**src/rtl/npc_pkg.sv**
```systemverilog
package npc_pkg;

    localparam int DATA_W  = 16;
    localparam int PC_STEP = 2;

    typedef enum logic [1:0] {
        CLS_SEQ  = 2'd0,
        CLS_BR   = 2'd1,
        CLS_JIMM = 2'd2,
        CLS_JREG = 2'd3
    } cls_e;

    typedef enum logic [2:0] {
        CMP_EQ   = 3'd0,
        CMP_NE   = 3'd1,
        CMP_TST  = 3'd2,
        CMP_TSTN = 3'd3,
        CMP_SLT  = 3'd4,
        CMP_ULT  = 3'd5,
        CMP_RSV6 = 3'd6,
        CMP_RSV7 = 3'd7
    } cmp_e;

    typedef logic [DATA_W-1:0] word_t;

    typedef struct packed {
        word_t next_pc;
        logic  redirect;
        logic  wb_en;
        word_t wb_data;
    } npc_res_t;

    function automatic word_t pc_advance(input word_t pc);
        return pc + word_t'(PC_STEP);
    endfunction

endpackage

```
**src/rtl/npc_cmp.sv**
```systemverilog
module npc_cmp
    import npc_pkg::*;
(
    input  cmp_e  sel_i,
    input  word_t a_i,
    input  word_t b_i,
    output logic  hit_o
);
    logic eq_w;
    logic anz_w;
    logic slt_w;
    logic ult_w;

    always_comb begin
        eq_w  = (a_i == b_i);
        anz_w = |(a_i & b_i);
        slt_w = ($signed(a_i) < $signed(b_i));
        ult_w = (a_i < b_i);
    end

    always_comb begin
        unique case (sel_i)
            CMP_EQ:   hit_o = eq_w;
            CMP_NE:   hit_o = !eq_w;
            CMP_TST:  hit_o = anz_w;
            CMP_TSTN: hit_o = !anz_w;
            CMP_SLT:  hit_o = slt_w;
            CMP_ULT:  hit_o = ult_w;
            default:  hit_o = 1'b0;
        endcase
    end
endmodule

```
**src/rtl/npc_target.sv**
```systemverilog
module npc_target
    import npc_pkg::*;
#(
    parameter int OFF_W = 10
) (
    input  word_t            pc_i,
    input  logic [OFF_W-1:0] off_i,
    output word_t            seq_o,
    output word_t            rel_o
);
    localparam int EXT_W = DATA_W - OFF_W;

    word_t off_x;

    generate
        if (EXT_W > 0) begin : g_ext
            assign off_x = {{EXT_W{off_i[OFF_W-1]}}, off_i};
        end else begin : g_trunc
            assign off_x = off_i[DATA_W-1:0];
        end
    endgenerate

    assign seq_o = pc_advance(pc_i);
    assign rel_o = pc_i + off_x;
endmodule

```
**src/rtl/npc_sel.sv**
```systemverilog
module npc_sel
    import npc_pkg::*;
(
    input  cls_e     cls_i,
    input  logic     hit_i,
    input  word_t    pc_i,
    input  word_t    opa_i,
    input  word_t    seq_i,
    input  word_t    rel_i,
    output npc_res_t res_o
);
    always_comb begin
        res_o          = '0;
        res_o.next_pc  = seq_i;
        unique case (cls_i)
            CLS_SEQ: ;
            CLS_BR: begin
                if (hit_i) begin
                    res_o.next_pc  = rel_i;
                    res_o.redirect = 1'b1;
                end
            end
            CLS_JIMM: begin
                res_o.next_pc  = rel_i;
                res_o.redirect = 1'b1;
            end
            CLS_JREG: begin
                res_o.next_pc  = opa_i;
                res_o.redirect = 1'b1;
                res_o.wb_en    = 1'b1;
                res_o.wb_data  = pc_i;
            end
            default: ;
        endcase
    end
endmodule

```
**src/rtl/npc_unit.sv**
```systemverilog
module npc_unit
    import npc_pkg::*;
#(
    parameter int           OFF_W    = 10,
    parameter logic [15:0]  RESET_PC = 16'h0000
) (
    input  logic             clk,
    input  logic             rst,
    input  logic [1:0]       cls_i,
    input  logic [2:0]       cond_i,
    input  logic [15:0]      opa_i,
    input  logic [15:0]      opb_i,
    input  logic [OFF_W-1:0] off_i,
    input  logic [15:0]      pc_i,
    output logic [15:0]      next_pc_o,
    output logic             redirect_o,
    output logic             wb_en_o,
    output logic [15:0]      wb_data_o
);
    logic     hit_w;
    word_t    seq_w;
    word_t    rel_w;
    npc_res_t res_w;
    npc_res_t res_q;

    npc_cmp u_cmp (
        .sel_i (cmp_e'(cond_i)),
        .a_i   (opa_i),
        .b_i   (opb_i),
        .hit_o (hit_w)
    );

    npc_target #(.OFF_W(OFF_W)) u_tgt (
        .pc_i  (pc_i),
        .off_i (off_i),
        .seq_o (seq_w),
        .rel_o (rel_w)
    );

    npc_sel u_sel (
        .cls_i (cls_e'(cls_i)),
        .hit_i (hit_w),
        .pc_i  (pc_i),
        .opa_i (opa_i),
        .seq_i (seq_w),
        .rel_i (rel_w),
        .res_o (res_w)
    );

    always_ff @(posedge clk) begin
        if (rst) begin
            res_q         <= '0;
            res_q.next_pc <= RESET_PC;
        end else begin
            res_q <= res_w;
        end
    end

    assign next_pc_o  = res_q.next_pc;
    assign redirect_o = res_q.redirect;
    assign wb_en_o    = res_q.wb_en;
    assign wb_data_o  = res_q.wb_data;
endmodule

```
**config.mk**
```make
export PLATFORM = sky130hd
export DESIGN_NAME = npc_unit
export DESIGN_NICKNAME = d
export VERILOG_FILES = /design/src/rtl/npc_pkg.sv /design/src/rtl/npc_cmp.sv /design/src/rtl/npc_target.sv /design/src/rtl/npc_sel.sv /design/src/rtl/npc_unit.sv
export SDC_FILE = /design/constraint.sdc
export NUM_CORES = 1
export LEC_CHECK = 0
export BUFFER_PORTS_ARGS = -buffer_cell sky130_fd_sc_hd__buf_2
export CAP_MARGIN = 10
export CORE_ASPECT_RATIO = 1.4
export CORE_UTILIZATION = 47
export CTS_BUF_LIST = sky130_fd_sc_hd__clkbuf_16
export CTS_CLUSTER_DIAMETER = 150
export DETAILED_ROUTE_END_ITERATION = 12
export MAX_ROUTING_LAYER = met4
export PLACE_DENSITY = 0.77
export SLEW_MARGIN = 20
export SYNTH_ARGS = -nofsm -noshare
export SYNTH_HDL_FRONTEND = slang
export SYNTH_SLANG_ARGS = --single-unit
```
**constraint.sdc**
```tcl
create_clock -name clk -period 2.4 [get_ports clk]
set_clock_uncertainty 0.05 [all_clocks]
set_input_delay 0.24 -clock clk [delete_from_list [all_inputs] [get_ports clk]]
set_output_delay 0.24 -clock clk [all_outputs]
set_load 0.02 [all_outputs]
```
# --- After elaboration in Yosys (flattened, before gate mapping) ---
# Cells that the tools add are included.
# W data, S select, Z words.
totals:
  ff_bits: 34
  wordCells: 28
  out_inout_bits: 34
classes:
  add_sub_neg: 2
  n_eq_ne: 9
  n_bitwise: 2
  muxes: 4
  n_lt_le_gt_ge: 2
  n_reduce_logical: 5
ops:
  columns: ["operator", "n"]
  rows:
  - ["$pmux W17 S3", 1]
  - ["$mux W17", 2]
  - ["$lt A16 B16 Y1", 2]
  - ["$add A16 B16 Y16", 1]
  - ["$add A16 B2 Y16 const B", 1]
  - ["$and A16 B16 Y16", 1]
  - ["$eq A16 B16 Y1", 1]
  - ["$reduce_or A16 Y1", 1]
  - ["$eq A3 B2 Y1 const B", 2]
  - ["$eq A3 B3 Y1 const B", 2]
  - ["$pmux W1 S6", 1]
  - ["$eq A2 B2 Y1 const B", 2]
  - ["$eq A3 B1 Y1 const B", 1]
  - ["$logic_not A3 Y1", 1]
  - ["$eq A2 B1 Y1 const B", 1]
  - ["$logic_not A1 Y1", 2]
  - ["$reduce_or A2 Y1", 1]
  - ["$not A1 Y1", 1]

# --- Depth between registers and ports, before layout ---
depth:
  word_depth: 6
  depth_mapped: 10

# --- By module ---
# From an unflattened synthesis, not the netlist that was laid out.
hier_totals:
  cells_unflattened: 393
  hier_area_um2: 3429.5
by_module_without_submodules:
  columns: ["module", "cells_per_inst", "area_each_um2", "n_inst", "seq_area_each_um2"]
  rows:
  - ["npc_target", 139, 980.9, 1, 0.0]
  - ["npc_unit", 71, 937.1, 1, 680.7]
  - ["npc_sel", 98, 798.3, 1, 0.0]
  - ["npc_cmp", 85, 713.2, 1, 0.0]

# --- Worst setup path after synthesis ---
# Ideal clock, no wire load.
synth_path:
  kind: "input -> register"
  startpoint: "in off_i[0]"
  endpoint: "reg res_q (netlist bit next_pc_o[12])"
  n_path_buf: 0
  path_slack_ps: -176
  t_required_ps: 2247
  stages: 9
  arrival_ps: 2422
  path_cell_list: "ha_1 fa_1 a211oi_2 o21a_1 nor4_1 o41a_1 o41ai_1 nor2_1 a2111oi_2"
synth_between:
  elab_chain_cells: 3
synth_lines:
  columns: ["item", "line", "source"]
  rows:
  - ["start: declaration", "npc_unit.sv:13", "input logic [OFF_W-1:0] off_i,"]
  - ["$add A16 B16 Y16 (*)", "npc_target.sv:24", "assign rel_o = pc_i + off_x;"]
  - ["$mux W17", "npc_sel.sv:18", "if (hit_i) begin"]
  - ["$pmux W17 S3 (*)", "npc_sel.sv:15", "unique case (cls_i)"]
  - ["end signal: assignment", "npc_unit.sv:55", "res_q <= res_w;"]
  - ["end: declaration", "npc_unit.sv:24", "npc_res_t res_q;"]
# Mark *: on every way between the ends. The rest lies on a longest branch, timed or not.
# A chain may end at the register's enable or synchronous reset.

# --- Final worst setup path ---
layout_path:
  startpoint: "in pc_i[0]"
  endpoint: "reg res_q (netlist bit next_pc_o[12])"
layout_between:
  elab_chain_cells: 3
  word_cells_on_any_way: 4
  cone_classes: "2 x add/sub; 2 x mux"
layout_lines:
  columns: ["item", "line", "source"]
  rows:
  - ["start: declaration", "npc_unit.sv:14", "input logic [15:0] pc_i,"]
  - ["$add A16 B2 Y16 / $add A16 B16 Y16 (equally long branches)", "npc_pkg.sv:34, npc_target.sv:24", null]
  - ["$mux W17", "npc_sel.sv:18", null]
  - ["$pmux W17 S3 (*)", "npc_sel.sv:15", null]
# Marked as above.

==> results.ini <==
[drt]
ant_nets=0
wl_per_cell_um=15.7
via_per_inst=5.67
wl_mm=9.13
firstDrtPassIters=9
vias=3295
drcViolationCount=7
drtIter0Drc=208

[synthesis]
synth_top_cell_area_share_pct=21.6
synth_top_family_by_area=simple AND/OR/NAND/NOR gates
syn-num-nets=482
netlist_top_cells_area=dfxtp_1 22%, ha_1 19%, xor2_1 4.2%
synth_flop_cell=dfxtp_1
async_reset_ff_share_pct=0
yosys.area.top_type=dfxtp_1
synthMuxAreaShare_pct=4.21
syn_inst=368
yosysWarnings=0
synth-edff-count=0
synth_compound_area_share_pct=21.4
synth_seq_area_share_pct=21.6
synth-xor-area-share_pct=6.67
syn_area_um2=3150
synth_adder_area_share_pct=19.7
avgSynthCellArea_um2=8.56
synth-simple-area-share_pct=21.8
synth_seq_cells=34
synth_cell_types=60

[place]
hpwlAfterDp_mm=7.04
place_area_um2=4040
finalWeightedCongestion=0.915
dp_worst_setup_slack_ps=-275
numPortBuffers=98

[finish]
diodes=0
area_growth_pct=39.3
drive_gt1_share_pct=37.9
postLayoutCoreUtil_pct=69.2
nets=622
final-seq-area_um2=681
multiInputGateArea_um2=2520
design_area_um2=4390
fill_cells=494

[power]
power_mw=2.11
pwr_density_cell_nw_per_um2=480
p_leak_nw=2.15
ir_drop_v=0.000357

[timing]
setup_viol=1
grt_setup_unrepaired=true
hold_violations=0
slew_violations=0
period_share_pct=101
fin_crit_ps=2430
whs_ps=180
setup_ws_ps=-26.5
max_freq_mhz=412
worstMarginPinSlew_ps=518
slew_headroom_pct=65.4

[global_routing]
antenna_found_initial=0
grtUsageTotal_pct=25.3
grt_pass1_wl_mm=13.7
grt_max_degree=23
grt-ovfl-total=0
grt_pass1_vias=3027

[setup_path]
cp-start-kind=input pin
cp_max_fo=3
arrival_ps=2550
required_ps=2520
end_kind=flop
cpPeakStageDelay_ps=480
worstSetupPathType=in -> reg
cp_slowest_cell=o41a_1
cp_cell_sequence=buf_2, ha_4, fa_2, a211oi_4, o21a_1, nor4_2, o41a_1, o41ai_2, nor2_1, a2111oi_2

[run_status]
status=finished with violations
violations=DRC, setup timing

[die]
die_w_um=71.2
io_pins=99
die_h_um=98.9
num_rows=34
core_um2=6340
design.die.area_um2=7040
start_util_pct=49.7

[clock_network]
path_clk_slew_ps=50
htreeDepth=2
ctsHoldBuffers=0
cts_tree=built
cts-root-buf=clkbuf_16
numClockSinks=34
cts_buffers=5
clk_path_buf_depth=2

[run]
cap_violations=0

[hold_path]
hold_class=in -> reg

==> critical path: cells and delay by family <==
| family | cells | cell delay, ps |
|---|---|---|
| adder cells (fa/ha/maj) | 2 | 570 |
| buffers and inverters | 1 | 120 |
| AO/OA/AOI/OAI | 5 | 1470 |
| AND/OR/NAND/NOR | 2 | 150 |
==> through the flow <==
step,setup TNS [ps],std cells
after floorplan,-15.4,368
after global placement,-2610,572
after detailed placement,-3590,572
after CTS,0,580
after global routing,-465,581
final,-26.5,581
==> cells in the mapped netlist (all sizes together), types with 9 or more instances <==
master    n
nand2    18
mux2i    11
xor2     15
xnor2     9
a21oi    23
ha       48
inv      24
a2111oi   9
nor2     29
dfxtp    34
nor3     18
and2     17
nor4      9
a21o      9
==> kinds of logic after synthesis <==
kind of cell             count (synthesis)
flip-flops                              34
AO/OA/AOI/OAI                           84
XOR/XNOR                                24
AND/OR/NAND/NOR                        129
adder cells (fa/ha/maj)                 49
multiplexers                            13
buffers and inverters                   35
==> per-layer routing <==
metal	vias to the layer above	share of wire, %	track usage [%]
li1	1621	-	-
met1	1530	40	28.2
met2	129	53	46.2
met3	15	4.8	2.97
met4	0	2.1	7.54
met5	-	0	-
==> area by class of cell <==
cell class                 count  area share [%]
multi-input combinational    299            57.4
timing repair buffer         144            19.3
sequential                    34            15.5
clock buffer                   5            2.85
inverter                      24            2.05
tap                           72            2.05
clock inverter                 3           0.855
==> power breakdown <==
group	switching (mW)	internal, mW	leakage [nW]	total (mW)
registers	0.00988	0.603	0.280	0.612
clock network	0.226	0.481	0.0864	0.708
logic	0.440	0.347	1.78	0.787
==> state kept, by name, summed over array words and instances (netlist names) <==
name / flops
next_pc_o: 16
redirect_o: 1
wb_data_o: 16
wb_en_o: 1
==> cells in the final DEF, fill, tap and decap left out, drive strengths merged, types with 2 or more instances in the layout <==
cell type / n
a2111oi: 9
a211o: 2
a211oi: 4
a21o: 9
a21oi: 23
a311oi: 2
and2: 17
and3: 8
buf: 144
clkbuf: 5
dfxtp: 34
ha: 48
inv: 26
mux2: 2
mux2i: 11
nand2: 18
nand2b: 2
nand3: 7
nand4: 8
nor2: 29
nor2b: 3
nor3: 18
nor4: 9
o211ai: 3
o21a: 6
o21ai: 8
o31ai: 5
or2: 2
or3: 7
xnor2: 9
xor2: 15
==> path summary, 6_finish.rpt <==
kind	startpoint	to	slack [ps]	depth (start not counted)
worst max-delay path	pc_i[0]	next_pc_o[12]$_SDFF_PP0_	-30	10
worst min-delay path	pc_i[13]	wb_data_o[13]$_SDFF_PP0_	180	2
==> what timing repair did <==
| item | 4_1_cts | 5_1_grt |
|---|---|---|
| buffers inserted | 0 | 1 |
| resized for setup | 0 | 26 |
| setup endpoints to repair | 0 | 10 |
Note: power is estimated with default switching activity, not from simulation.
